==> src/rtl/fpu_mode_pkg.sv <==
package fpu_mode_pkg;

    // Selector field width is fixed by the instruction encoding.
    localparam int unsigned SEL_W = 5;

    // Selector values decoded by this block.
    localparam logic [SEL_W-1:0] SEL_IMPL = 5'd0;
    localparam logic [SEL_W-1:0] SEL_CLR  = 5'd1;
    localparam logic [SEL_W-1:0] SEL_SET  = 5'd4;

    typedef enum logic {
        MODE_NARROW = 1'b0,
        MODE_WIDE   = 1'b1
    } fpu_mode_e;

    // Per-cycle access classification produced by the decoder.
    typedef struct packed {
        logic set_req;
        logic clr_req;
        logic wr_bad;
        logic rd_ok;
        logic rd_bad;
    } acc_dec_t;

endpackage

==> src/rtl/fpu_mode_cfg.sv <==
module fpu_mode_cfg #(
    parameter int SUPPORT = 1
) (
    input  logic clk,
    input  logic rst_n,
    input  logic cfg_we,
    input  logic en_wbit,
    output logic user_en
);

    generate
        if (SUPPORT != 0) begin : g_sup
            logic en_q;

            always_ff @(posedge clk) begin
                if (!rst_n) begin
                    en_q <= 1'b0;
                end else if (cfg_we) begin
                    en_q <= en_wbit;
                end
            end

            assign user_en = en_q;
        end else begin : g_nosup
            logic unused_cfg;

            assign unused_cfg = clk ^ rst_n ^ cfg_we ^ en_wbit;
            assign user_en    = 1'b0;
        end
    endgenerate

endmodule

==> src/rtl/fpu_mode_dec.sv <==
module fpu_mode_dec
    import fpu_mode_pkg::*;
#(
    parameter int SRC_W = 5
) (
    input  logic             wr_en,
    input  logic [SEL_W-1:0] wr_sel,
    input  logic [SRC_W-1:0] wr_src,
    input  logic             rd_en,
    input  logic [SEL_W-1:0] rd_sel,
    input  logic             feat_on,
    output acc_dec_t         dec
);

    logic wr_alias;
    logic rd_alias;
    logic wr_ok;

    always_comb begin
        wr_alias = (wr_sel == SEL_CLR) || (wr_sel == SEL_SET);
        rd_alias = (rd_sel == SEL_CLR) || (rd_sel == SEL_SET);
        wr_ok    = feat_on && (wr_src == '0);

        dec.set_req = wr_en && (wr_sel == SEL_SET) && wr_ok;
        dec.clr_req = wr_en && (wr_sel == SEL_CLR) && wr_ok;
        dec.wr_bad  = wr_en && wr_alias && !wr_ok;
        dec.rd_ok   = rd_en && rd_alias && feat_on;
        dec.rd_bad  = rd_en && rd_alias && !feat_on;
    end

endmodule

==> src/rtl/fpu_mode_fsm.sv <==
module fpu_mode_fsm
    import fpu_mode_pkg::*;
(
    input  logic clk,
    input  logic rst_n,
    input  logic set_req,
    input  logic clr_req,
    output logic mode_wide
);

    fpu_mode_e state_q;
    fpu_mode_e state_d;

    // State register.
    always_ff @(posedge clk) begin
        if (!rst_n) begin
            state_q <= MODE_NARROW;
        end else begin
            state_q <= state_d;
        end
    end

    // Transitions: SET_ALIAS and CLEAR_ALIAS; otherwise hold.
    always_comb begin
        state_d = state_q;
        unique case (state_q)
            MODE_NARROW: begin
                if (set_req) begin
                    state_d = MODE_WIDE;
                end
            end
            MODE_WIDE: begin
                if (clr_req) begin
                    state_d = MODE_NARROW;
                end
            end
            default: state_d = MODE_NARROW;
        endcase
    end

    // Output process.
    always_comb begin
        mode_wide = (state_q == MODE_WIDE);
    end

endmodule

==> src/rtl/fpu_mode_ctl.sv <==
module fpu_mode_ctl
    import fpu_mode_pkg::*;
#(
    parameter int          DATA_W   = 32,
    parameter int          SRC_W    = 5,
    parameter int          SUPPORT  = 1,
    parameter int          SUP_BIT  = 28,
    parameter int          EN_BIT   = 2,
    parameter logic [15:0] IMPL_REV = 16'h0301
) (
    input  logic              clk,
    input  logic              rst_n,
    input  logic              rd_en,
    input  logic [SEL_W-1:0]  rd_sel,
    output logic [DATA_W-1:0] rd_data,
    input  logic              wr_en,
    input  logic [SEL_W-1:0]  wr_sel,
    input  logic [SRC_W-1:0]  wr_src,
    input  logic [DATA_W-1:0] wr_data,
    input  logic              cfg_we,
    input  logic [DATA_W-1:0] cfg_wdata,
    output logic [DATA_W-1:0] cfg_rdata,
    output logic              mode_wide,
    output logic              unpred
);

    localparam int REV_W = $bits(IMPL_REV);

    logic     user_en;
    logic     feat_on;
    acc_dec_t dec;
    logic     unused_wdata;

    // Alias writes act on the source index only; the value is not used.
    assign unused_wdata = ^wr_data;
    assign feat_on      = (SUPPORT != 0) && user_en;

    fpu_mode_cfg #(
        .SUPPORT (SUPPORT)
    ) u_cfg (
        .clk     (clk),
        .rst_n   (rst_n),
        .cfg_we  (cfg_we),
        .en_wbit (cfg_wdata[EN_BIT]),
        .user_en (user_en)
    );

    fpu_mode_dec #(
        .SRC_W (SRC_W)
    ) u_dec (
        .wr_en   (wr_en),
        .wr_sel  (wr_sel),
        .wr_src  (wr_src),
        .rd_en   (rd_en),
        .rd_sel  (rd_sel),
        .feat_on (feat_on),
        .dec     (dec)
    );

    fpu_mode_fsm u_fsm (
        .clk       (clk),
        .rst_n     (rst_n),
        .set_req   (dec.set_req),
        .clr_req   (dec.clr_req),
        .mode_wide (mode_wide)
    );

    // Read multiplexer.
    always_comb begin
        rd_data = '0;
        if (rd_en && (rd_sel == SEL_IMPL)) begin
            rd_data[REV_W-1:0] = IMPL_REV;
            rd_data[SUP_BIT]   = (SUPPORT != 0);
        end else if (dec.rd_ok) begin
            rd_data[0] = mode_wide;
        end
    end

    always_comb begin
        cfg_rdata         = '0;
        cfg_rdata[EN_BIT] = user_en;
    end

    assign unpred = dec.wr_bad || dec.rd_bad;

endmodule

==> config.mk <==
export PLATFORM = sky130hd
export DESIGN_NAME = fpu_mode_ctl
export DESIGN_NICKNAME = d
export VERILOG_FILES = /design/src/rtl/fpu_mode_pkg.sv /design/src/rtl/fpu_mode_cfg.sv /design/src/rtl/fpu_mode_dec.sv /design/src/rtl/fpu_mode_fsm.sv /design/src/rtl/fpu_mode_ctl.sv
export SDC_FILE = /design/constraint.sdc
export NUM_CORES = 1
export LEC_CHECK = 0
export CELL_PAD_IN_SITES_DETAIL_PLACEMENT = 0
export CELL_PAD_IN_SITES_GLOBAL_PLACEMENT = 1
export CORE_MARGIN = 5
export CORE_UTILIZATION = 10
export DETAILED_ROUTE_END_ITERATION = 6
export PLACE_DENSITY_LB_ADDON = 0.25
export SETUP_SLACK_MARGIN = 0.2
export SLEW_MARGIN = 25
export SYNTH_ARGS = -nofsm -noshare
export SYNTH_HDL_FRONTEND = slang
export SYNTH_SLANG_ARGS = --single-unit
==> constraint.sdc <==
create_clock -name clk -period 1.4 [get_ports clk]
set_input_delay 0.21 -clock clk [delete_from_list [all_inputs] [get_ports clk]]
set_output_delay 0.21 -clock clk [all_outputs]
set_load 0.1 [all_outputs]
==> results.json <==
{
  "leakage_uw": 0.000537,
  "min_path_cells": 3,
  "multi_input_area_um2": 418,
  "timing.final.crit_share_pct": 123,
  "io_pins": 150,
  "comb_power_share_pct": 75.5,
  "area_delta_synth_final_pct": 63.1,
  "initial_core_util_pct": 10.3,
  "first_pass_iters": 2,
  "grtUsageTotal_pct": 3.48,
  "hpwl_um": 1500,
  "critPathRequiredTime_ns": 1.19,
  "gp_congestion": 0.680,
  "peakVddDrop_mv": 0.400,
  "seqCellArea_um2": 47.5,
  "hp-class": "input pin to register",
  "status": "finished with violations",
  "routed-via-count": 504,
  "drive_gt1_share_pct": 31.0,
  "grtUsageMet1_pct": 3.82,
  "layout_setup_ws_ns": -0.321,
  "p_seq_share_pct": 6.3,
  "critical_path_class": "register to primary output",
  "setup_viol": 6,
  "slew_viol_final": 0,
  "swShare_pct": 70.3,
  "htree_levels": 1,
  "synthesis.area_um2": 654,
  "tns_ns": -1.17,
  "wl_um": 1630,
  "power_frac_clock_pct": 18.2,
  "die_height_um": 90.9,
  "die_x_um": 90.9,
  "synth-seq-cells": 2,
  "overflow": 0,
  "critical_path.max_fanout": 2,
  "start_kind": "register",
  "grt_pass1_wl_um": 2310,
  "clock_latency_ns": 0.21,
  "nets": 212,
  "ant_nets": 0,
  "hold_slack_ns": 0.637,
  "yosysWarnings": 0,
  "synthCells": 86,
  "min_period_ns": 1.72,
  "drc": 0,
  "violations": "negative setup slack",
  "finalPower_uw": 1200,
  "drtIter0Drc": 3,
  "routedWlPerCell_um": 8.01,
  "cts_max_path_buffers": 2,
  "grtUsageMet3_pct": 1.67,
  "clkSlewWorstSetupHoldPaths_ns": 0.03,
  "antenna_found_initial": 0,
  "clkSinkCount": 2,
  "io_buffers": 27,
  "yosysUniqueCellTypes": 18,
  "power_density_nw_per_um2": 1130,
  "num_rows": 29,
  "endpoint_kind": "primary output",
  "root_buffer": "clkbuf_8",
  "finClkSkew_ns": 0.0000195,
  "power_switching_uw": 845,
  "maxCapViolations": 0,
  "fill_cells": 703,
  "die_area_um2": 8260,
  "p_int_uw": 356,
  "antennaDiodeCount": 0,
  "worst-endpoint-arrival_ns": 1.51,
  "numCtsBuffers": 3,
  "cts_tree": "done",
  "core-area_um2": 6350,
  "grt_use_met2_pct": 6.05,
  "rsz0062_at_grt": "true",
  "r2r_cells": 4,
  "finalHoldViolations": 0,
  "synth_seq_area_share_pct": 6.12,
  "grt_max_degree": 5,
  "avgViaCountPerCell": 2.48,
  "grt-busiest-layer": "met2",
  "syn_area_per_cell_um2": 7.61,
  "max_freq_mhz": 581,
  "hold_buffers": 0,
  "grt_pass1_vias": 455
}
==> through the flow <==
stage,setup WS (ns),std cells,area [um2],util [%]
after CTS,-0.407,201,1040,16.4
after global routing,-0.382,203,1070,16.8
after detailed placement,-0.537,197,995,15.7
final,-0.321,203,1070,16.8
after floorplan,-0.808,144,953,-
after global placement,-0.534,197,995,15.7
==> cell families (layout without fill, tap and decap cells) <==
logic type / Yosys count / in the layout / synth area share, %
buf+inv: 65 / 47 / 72.8
simple gates: 10 / 10 / 8.99
compound gates: 4 / 4 / 5.74
xor+xnor: 2 / 2 / 2.68
flops: 2 / 2 / 6.12
fa+ha+maj: 1 / 1 / 1.53
other cells: 1 / 59 / 0.573
mux: 1 / 1 / 1.53
==> metal layers <==
metal / vias to the layer above / routed length [um]
met4: 0 / 0
met5: - / 0
met2: 50 / 814
li1: 236 / -
met1: 218 / 545
met3: 0 / 266
==> power groups by stage <==
| stage | Sequential [uW] | Clock [uW] | Combinational [uW] |
|---|---|---|---|
| floorplan | 110 | 0 | 880 |
| global placement | 76.3 | 0 | 908 |
| detailed placement | 76.5 | 0 | 907 |
| CTS | 75.8 | 227 | 903 |
| global route | 77.2 | 232 | 929 |
| finish | 75.1 | 219 | 907 |
==> cells in the final DEF, fill, tap and decap left out, drive strengths merged, types with 2 or more instances in the layout <==
master,n
conb,59
buf,24
clkdlybuf4s50,10
inv,3
clkbuf,3
dlymetal6s2s,3
dlygate4sd2,3
nor3,3
or4b,2
nand2,2
dfxtp,2
nor2,2
==> cell type report <==
class	instances	share of cell area [%]
Tap cell	77	9.03
Sequential cell	2	4.45
Multi-Input combinational cell	77	39.2
Timing Repair Buffer	41	42.4
Inverter	3	1.06
Clock buffer	3	3.87
==> worst paths after layout <==
| path | from | to | slack [ns] |
|---|---|---|---|
| worst max register to register | u_cfg.user_en | u_fsm.mode_wide | -0.19 |
| worst min register to register | u_fsm.mode_wide | u_fsm.mode_wide | 0.66 |
| worst max-delay path | u_cfg.user_en | unpred | -0.32 |
| worst min-delay path | cfg_wdata[2] | u_cfg.user_en | 0.64 |
==> critical path, stage by stage (launching register included) <==
cell and delay (ns):
dfxtp_4 0.32, or4b_4 0.46, nor3_2 0.11, buf_4 0.14, o32ai_4 0.09, buf_12 0.18
==> cell usage after synthesis, drive strengths merged <==
library cell / instances / area share (%)
nand2: 2 / 1.1
a311o: 1 / 1.5
mux2i: 1 / 1.5
buf: 62 / 71
nor4b: 1 / 1.3
or4b: 2 / 3.1
xnor2: 1 / 1.3
inv: 3 / 1.7
maj3: 1 / 1.5
o311a: 1 / 1.5
xor2: 1 / 1.3
nor3: 3 / 2.3
conb: 1 / 0.57
dfxtp: 2 / 6.1
o32ai: 1 / 1.3
nor2: 2 / 1.1
a311oi: 1 / 1.3
==> registers in the layout, summed over array words and instances, names as in the netlist <==
register         count
u_fsm.mode_wide      1
u_cfg.user_en        1
==> timing repair <==
item,CTS,global route
endpoints found under the setup margin,6,6
buffers inserted,1,2
pin swaps,6,3
resized for setup,17,4
(Power assumes the default switching activity.)
